===== config.mk =====
export PLATFORM = sky130hd
export DESIGN_NAME = can_window_glue
export DESIGN_NICKNAME = d
export VERILOG_FILES = /design/src/rtl/can_glue_pkg.sv /design/src/rtl/glue_addr_decode.sv /design/src/rtl/glue_regs.sv /design/src/rtl/glue_irq_route.sv /design/src/rtl/can_window_glue.sv
export SDC_FILE = /design/constraint.sdc
export NUM_CORES = 1
export LEC_CHECK = 0
export BUFFER_PORTS_ARGS = -buffer_cell sky130_fd_sc_hd__buf_2
export CORE_MARGIN = 2
export CORE_UTILIZATION = 47
export CTS_CLUSTER_DIAMETER = 150
export CTS_CLUSTER_SIZE = 40
export DETAILED_ROUTE_END_ITERATION = 10
export GPL_ROUTABILITY_DRIVEN = 0
export GPL_TIMING_DRIVEN = 0
export PLACE_DENSITY = 0.8
export SYNTH_ARGS = -nofsm -noshare
export SYNTH_HDL_FRONTEND = slang
export SYNTH_HIERARCHICAL = 1
export SYNTH_SLANG_ARGS = --single-unit

===== constraint.sdc =====
create_clock -name clk -period 2.7 [get_ports clk]
set_input_delay 0.54 -clock clk [delete_from_list [all_inputs] [get_ports clk]]
set_output_delay 0.54 -clock clk [all_outputs]
set_load 0.1 [all_outputs]

===== src/rtl/can_glue_pkg.sv =====
package can_glue_pkg;
  localparam int DATA_W  = 8;
  localparam int ADDR_W  = 10;
  localparam int PAGE_W  = 2;
  localparam int WOFF_W  = 5;
  localparam int CADDR_W = PAGE_W + WOFF_W;
  localparam int NIRQ    = 3;

  typedef enum logic [2:0] {
    OFF_ID0  = 3'd0,
    OFF_ID1  = 3'd1,
    OFF_VER  = 3'd2,
    OFF_LED  = 3'd3,
    OFF_PAGE = 3'd4,
    OFF_MODE = 3'd5,
    OFF_JMP  = 3'd6,
    OFF_RSV  = 3'd7
  } ctl_off_e;

  localparam logic [DATA_W-1:0] ID_BYTE0  = 8'hF6;
  localparam logic [DATA_W-1:0] ID_BYTE1  = 8'hB9;
  localparam logic [DATA_W-1:0] MODE_MASK = 8'h67;
  localparam int MODE_WEN   = 6;
  localparam int MODE_SHARE = 5;

  localparam logic [ADDR_W-4:0] CTL_BASE_HI = 7'h2A;

  function automatic logic [ADDR_W-1:0] win_base(input logic [2:0] sel);
    case (sel)
      3'd0: win_base = 10'h100;
      3'd1: win_base = 10'h120;
      3'd2: win_base = 10'h180;
      3'd3: win_base = 10'h1A0;
      3'd4: win_base = 10'h200;
      3'd5: win_base = 10'h240;
      3'd6: win_base = 10'h280;
      default: win_base = 10'h320;
    endcase
  endfunction
endpackage


===== src/rtl/glue_addr_decode.sv =====
module glue_addr_decode
  import can_glue_pkg::*;
(
  input  logic [ADDR_W-1:0] addr,
  input  logic              aen,
  input  logic [1:0]        base_jmp,
  input  logic              win_en,
  input  logic [2:0]        win_sel,
  output logic              ctl_hit,
  output ctl_off_e          ctl_off,
  output logic              win_hit
);
  logic [ADDR_W-4:0]        ctl_hi;
  logic [ADDR_W-1:0]        wbase;

  always_comb begin
    ctl_hi  = CTL_BASE_HI + {5'd0, base_jmp[1], base_jmp[0]};
    wbase   = win_base(win_sel);
    ctl_hit = !aen && (addr[ADDR_W-1:3] == ctl_hi);
    ctl_off = ctl_off_e'(addr[2:0]);
    win_hit = !aen && win_en &&
              (addr[ADDR_W-1:WOFF_W] == wbase[ADDR_W-1:WOFF_W]);
  end
endmodule


===== src/rtl/glue_regs.sv =====
module glue_regs
  import can_glue_pkg::*;
(
  input  logic              clk,
  input  logic              rst_n,
  input  logic              wr_en,
  input  ctl_off_e          wr_off,
  input  logic [DATA_W-1:0] wdata,
  output logic [DATA_W-1:0] led_q,
  output logic [PAGE_W-1:0] page_q,
  output logic [DATA_W-1:0] mode_q
);
  logic [DATA_W-1:0] led_d, mode_d;
  logic [PAGE_W-1:0] page_d;
  logic              led_ce, page_ce, mode_ce;

  always_comb begin
    led_ce  = wr_en && (wr_off == OFF_LED);
    mode_ce = wr_en && (wr_off == OFF_MODE);
    page_ce = wr_en && (wr_off == OFF_PAGE) && mode_q[MODE_WEN];
    led_d   = wdata;
    mode_d  = wdata & MODE_MASK;
    page_d  = wdata[PAGE_W-1:0];
  end

  always_ff @(posedge clk or negedge rst_n) begin
    if (!rst_n) begin
      led_q  <= '0;
      page_q <= '0;
      mode_q <= '0;
    end else begin
      if (led_ce)  led_q  <= led_d;
      if (page_ce) page_q <= page_d;
      if (mode_ce) mode_q <= mode_d;
    end
  end
endmodule


===== src/rtl/glue_irq_route.sv =====
module glue_irq_route
  import can_glue_pkg::*;
(
  input  logic            j4,
  input  logic            j5,
  input  logic            share_req,
  input  logic            can_irq_n,
  output logic [NIRQ-1:0] irq_val,
  output logic [NIRQ-1:0] irq_oe
);
  logic [NIRQ-1:0] sel;
  logic            share_ok;

  always_comb begin
    sel[0]   = j4 && j5;
    sel[1]   = j4 && !j5;
    sel[2]   = !j4 && j5;
    share_ok = share_req && (sel[1] || sel[2]);
  end

  for (genvar g = 0; g < NIRQ; g++) begin : g_line
    always_comb begin
      irq_oe[g]  = sel[g] && (share_ok ? can_irq_n : 1'b1);
      irq_val[g] = sel[g] && !share_ok && !can_irq_n;
    end
  end
endmodule


===== src/rtl/can_window_glue.sv =====
module can_window_glue
  import can_glue_pkg::*;
#(
  parameter logic [7:0] VERSION = 8'h01,
  parameter int         LED_W   = 2
) (
  input  logic              clk,
  input  logic              rst_n,
  input  logic [9:0]        io_addr,
  input  logic              io_aen,
  input  logic              io_rd_n,
  input  logic              io_wr_n,
  input  logic [7:0]        io_wdata,
  output logic [7:0]        io_rdata,
  output logic              io_rdata_oe,
  input  logic [4:0]        jumper_on,
  input  logic              can_irq_n,
  input  logic [7:0]        can_rdata,
  output logic              can_cs_n,
  output logic [6:0]        can_addr,
  output logic [LED_W-1:0]  led,
  output logic [2:0]        irq_val,
  output logic [2:0]        irq_oe
);
  logic [1:0]        rst_sync;
  logic              rst_int_n;
  logic              ctl_hit, win_hit;
  ctl_off_e          ctl_off;
  logic [DATA_W-1:0] led_q, mode_q, ctl_rdata;
  logic [PAGE_W-1:0] page_q;

  always_ff @(posedge clk or negedge rst_n) begin
    if (!rst_n) rst_sync <= '0;
    else        rst_sync <= {rst_sync[0], 1'b1};
  end
  assign rst_int_n = rst_sync[1];

  glue_addr_decode i_dec (
    .addr     (io_addr),
    .aen      (io_aen),
    .base_jmp (jumper_on[1:0]),
    .win_en   (mode_q[MODE_WEN]),
    .win_sel  (mode_q[2:0]),
    .ctl_hit  (ctl_hit),
    .ctl_off  (ctl_off),
    .win_hit  (win_hit)
  );

  glue_regs i_regs (
    .clk    (clk),
    .rst_n  (rst_int_n),
    .wr_en  (ctl_hit && !io_wr_n),
    .wr_off (ctl_off),
    .wdata  (io_wdata),
    .led_q  (led_q),
    .page_q (page_q),
    .mode_q (mode_q)
  );

  glue_irq_route i_irq (
    .j4        (jumper_on[3]),
    .j5        (jumper_on[4]),
    .share_req (mode_q[MODE_SHARE]),
    .can_irq_n (can_irq_n),
    .irq_val   (irq_val),
    .irq_oe    (irq_oe)
  );

  always_comb begin
    case (ctl_off)
      OFF_ID0:  ctl_rdata = ID_BYTE0;
      OFF_ID1:  ctl_rdata = ID_BYTE1;
      OFF_VER:  ctl_rdata = VERSION;
      OFF_LED:  ctl_rdata = led_q;
      OFF_PAGE: ctl_rdata = {{(DATA_W-PAGE_W){1'b0}}, page_q};
      OFF_MODE: ctl_rdata = mode_q;
      OFF_JMP:  ctl_rdata = {2'b00, jumper_on, 1'b0};
      default:  ctl_rdata = '0;
    endcase
  end

  always_comb begin
    io_rdata_oe = !io_rd_n && (ctl_hit || win_hit);
    if (!io_rdata_oe)  io_rdata = '0;
    else if (win_hit)  io_rdata = can_rdata;
    else               io_rdata = ctl_rdata;
    can_cs_n = !(win_hit && (!io_rd_n || !io_wr_n));
    can_addr = {page_q, io_addr[WOFF_W-1:0]};
    led      = led_q[LED_W-1:0];
  end
endmodule


==> impl_metrics.json <==
{
  "status": "finished, violations left",
  "violations": "negative setup slack",
  "clk_pin_slew_ns": 0.09,
  "synth_area_sq_mm": 0.00136,
  "antenna_found_initial": 0,
  "diodes": 0,
  "cp.required_ns": 2.16,
  "finalPower_mw": 0.571,
  "worst_slack_ns": -0.265,
  "grt_pass1_wl_um": 5830,
  "hp-class": "in -> async",
  "ys_warn_count": 6,
  "synthesis.instances": 149,
  "post-route-period-util_pct": 110,
  "drt_iter0_drc": 54,
  "final.min_clock_period_ns": 2.96,
  "synth_edf_count": 0,
  "overflow": 0,
  "core_region_area_sq_mm": 0.00276,
  "drc": 0,
  "cts_max_level": 1,
  "die_h_um": 57.8,
  "async_reset_ff_share_pct": 100,
  "seq_area_sq_um": 429,
  "synth_top_cell_area_share_pct": 31.3,
  "fmax_ghz": 0.337,
  "max_slew_margin_pct": 60.9,
  "ys_seq_elements": 17,
  "die_area_sq_mm": 0.00334,
  "setup_viol": 8,
  "cts_hold_buffers": 0,
  "wl_um": 3720,
  "endpoint_kind": "output pin",
  "arrival_ns": 2.42,
  "wire_per_inst_um": 14.8,
  "via_per_inst": 5.55,
  "grt_max_degree": 16,
  "rsz0062_at_grt": "yes",
  "layout-drive-gt1-share_pct": 60.0,
  "initial_core_util_pct": 49.4,
  "cts_root_buffer": "clkbuf_4",
  "cts_tree": "done",
  "nFillCells": 196,
  "vias": 1394,
  "syn_to_final_growth_pct": 52.5,
  "io_pins": 62,
  "firstDrtPassIters": 4,
  "multi_input_area_sq_um": 965,
  "final_antenna_net_count": 0,
  "hold_violations": 0,
  "slew_viol_final": 0,
  "cts_buffer_depth": 2,
  "place_ws_ns": -0.394,
  "ys_types": 41,
  "nNetsFinal": 262,
  "place.detailed.hpwl_um": 2750,
  "irDropWorstVdd_mv": 0.307,
  "portBuffers": 58,
  "cts.sinks": 17,
  "yosysSeqAreaShare_pct": 31.3,
  "power.density_mw_per_mm2": 275,
  "synthTopCellsByArea": "dfrtp_1 (31%), mux2_2 (12%), buf_4 (6.6%)",
  "cts_buffers": 3,
  "crit_fanout": 7,
  "clock_skew_ns": 0.000572,
  "worst_pin_slew_ns": 0.586,
  "synth_top_area_cell": "dfrtp_1",
  "synthFlopType": "dfrtp_1",
  "die_w_um": 57.8,
  "clock_latency_ns": 0.28,
  "grt_pass1_vias": 1364,
  "syn_avg_cell_area_sq_um": 9.14,
  "rows": 19,
  "crit_path_start_kind": "flop",
  "critical_path_class": "reg -> out",
  "p_leak_nw": 0.982,
  "cap_violations": 0,
  "grtUsageTotal_pct": 22.1
}
cell type report:
type | count | area share (%)
multi-input cells | 112 | 46.5
repair buffers | 65 | 22.8
flip-flops and latches | 17 | 20.7
plain buffers | 16 | 5.67
well taps | 31 | 1.87
clock buffers | 4 | 1.27
inverters | 6 | 1.27
where the power goes:
part	internal (mW)	switching (mW)	leakage [nW]
logic	0.0597	0.120	0.739
clock network	0.0574	0.0702	0.0150
registers	0.258	0.00614	0.228
state kept, by name, indices dropped and copies added, names as in the netlist:
signal / flops
i_regs/page_q: 2
rst_sync: 2
i_regs/mode_q: 5
i_regs/led_q: 8
routing by layer:
layer / routed length [um] / global-route usage (%) / up-vias
met2: 1900 / 39.8 / 70
met1: 1510 / 28.1 / 651
met5: 0 / 0 / -
li1: - / - / 665
met3: 242 / 1.12 / 8
met4: 63 / 7.97 / 0
kinds of logic after synthesis:
family	count (synthesis)	share of synthesized area (%)
simple gates	50	22.1
mux	17	13.9
other cells	2	0.552
xor+xnor	3	1.93
buf+inv	22	9.56
flops	17	31.3
fa+ha+maj	4	3.68
compound gates	34	17.1
final timing paths:
kind	depth (start not counted)	slack, ns	startpoint	endpoint
max	9	-0.26	i_regs/mode_q[2]$_DFFE_PN0P_	io_rdata[5]
min in group clk	0	0.36	rst_sync[0]$_DFF_PN0_	rst_sync[1]$_DFF_PN0_
min	1	0.02	rst_n	rst_sync[0]$_DFF_PN0_
min reg2reg	0	0.24	rst_sync[1]$_DFF_PN0_	i_regs/led_q[4]$_DFFE_PN0P_
max in group asynchronous	0	2.04	rst_sync[1]$_DFF_PN0_	i_regs/mode_q[2]$_DFFE_PN0P_
max reg2reg	3	1.51	i_regs/mode_q[6]$_DFFE_PN0P_	i_regs/page_q[1]$_DFFE_PN0P_
Yosys cell counts (2+ instances only):
cell and instances:
dfrtp_1 17, mux2_2 15, buf_4 12, nor2_1 11
nand2_1 9, a21oi_1 8, nor2b_1 7, o21ai_0 7
inv_1 6, ha_1 4, nand3_1 4, a221o_1 3
nand4b_1 3, xor2_1 3, a211oi_1 2, a21boi_1 2
a31oi_1 2, and3b_1 2, buf_2 2, clkbuf_1 2
conb_1 2, mux2i_1 2, nand2b_1 2, nor3_1 2
nor3b_1 2, nor3b_2 2, o21bai_1 2
critical path, stage by stage (launching register included):
cell and delay [ns]:
dfrtp_2 0.45, a21boi_4 0.21, xor2_1 0.22, nand3_2 0.12, a31oi_4 0.22, inv_1 0.21
a41oi_2 0.30, o21ai_2 0.11, nor2_4 0.11, buf_12 0.18
layout by cell type (no fill, tap or decap), drive strengths merged, types with 2 or more instances in the layout:
cell type and count:
a21oi 9, o21bai 2, nor2 11, a31oi 2, ha 4, nand2b 2
clkbuf 6, nor3 2, a221o 3, nand3 4, mux2 15, a211oi 2
inv 5, nor3b 4, dfrtp 17, nand2 9, conb 4, nor2b 8
nand4b 4, xor2 3, and3b 2, a21boi 2, o21ai 7, mux2i 2
buf 79
per-stage QoR:
step                      hold slack, ns  cell area (sq um)  util, %  TNS [ns]  std cells
after floorplan                    0.187               1460        -     -1.70        151
after global placement             0.235               1790     65.0     -2.08        240
after detailed placement           0.257               1790     65.0     -2.64        240
after CTS                         0.0141               2030     73.7    -0.956        249
after global routing             0.00727               2080     75.3     -2.32        251
final                             0.0235               2080     75.3     -1.48        251
repair_timing:
item,CTS,global route
resized for setup,49,8
setup buffers,5,2
endpoints found under the hold margin,0,0
endpoints found under the setup margin,10,10
pin swaps,12,1
(Power assumes the default switching activity.)
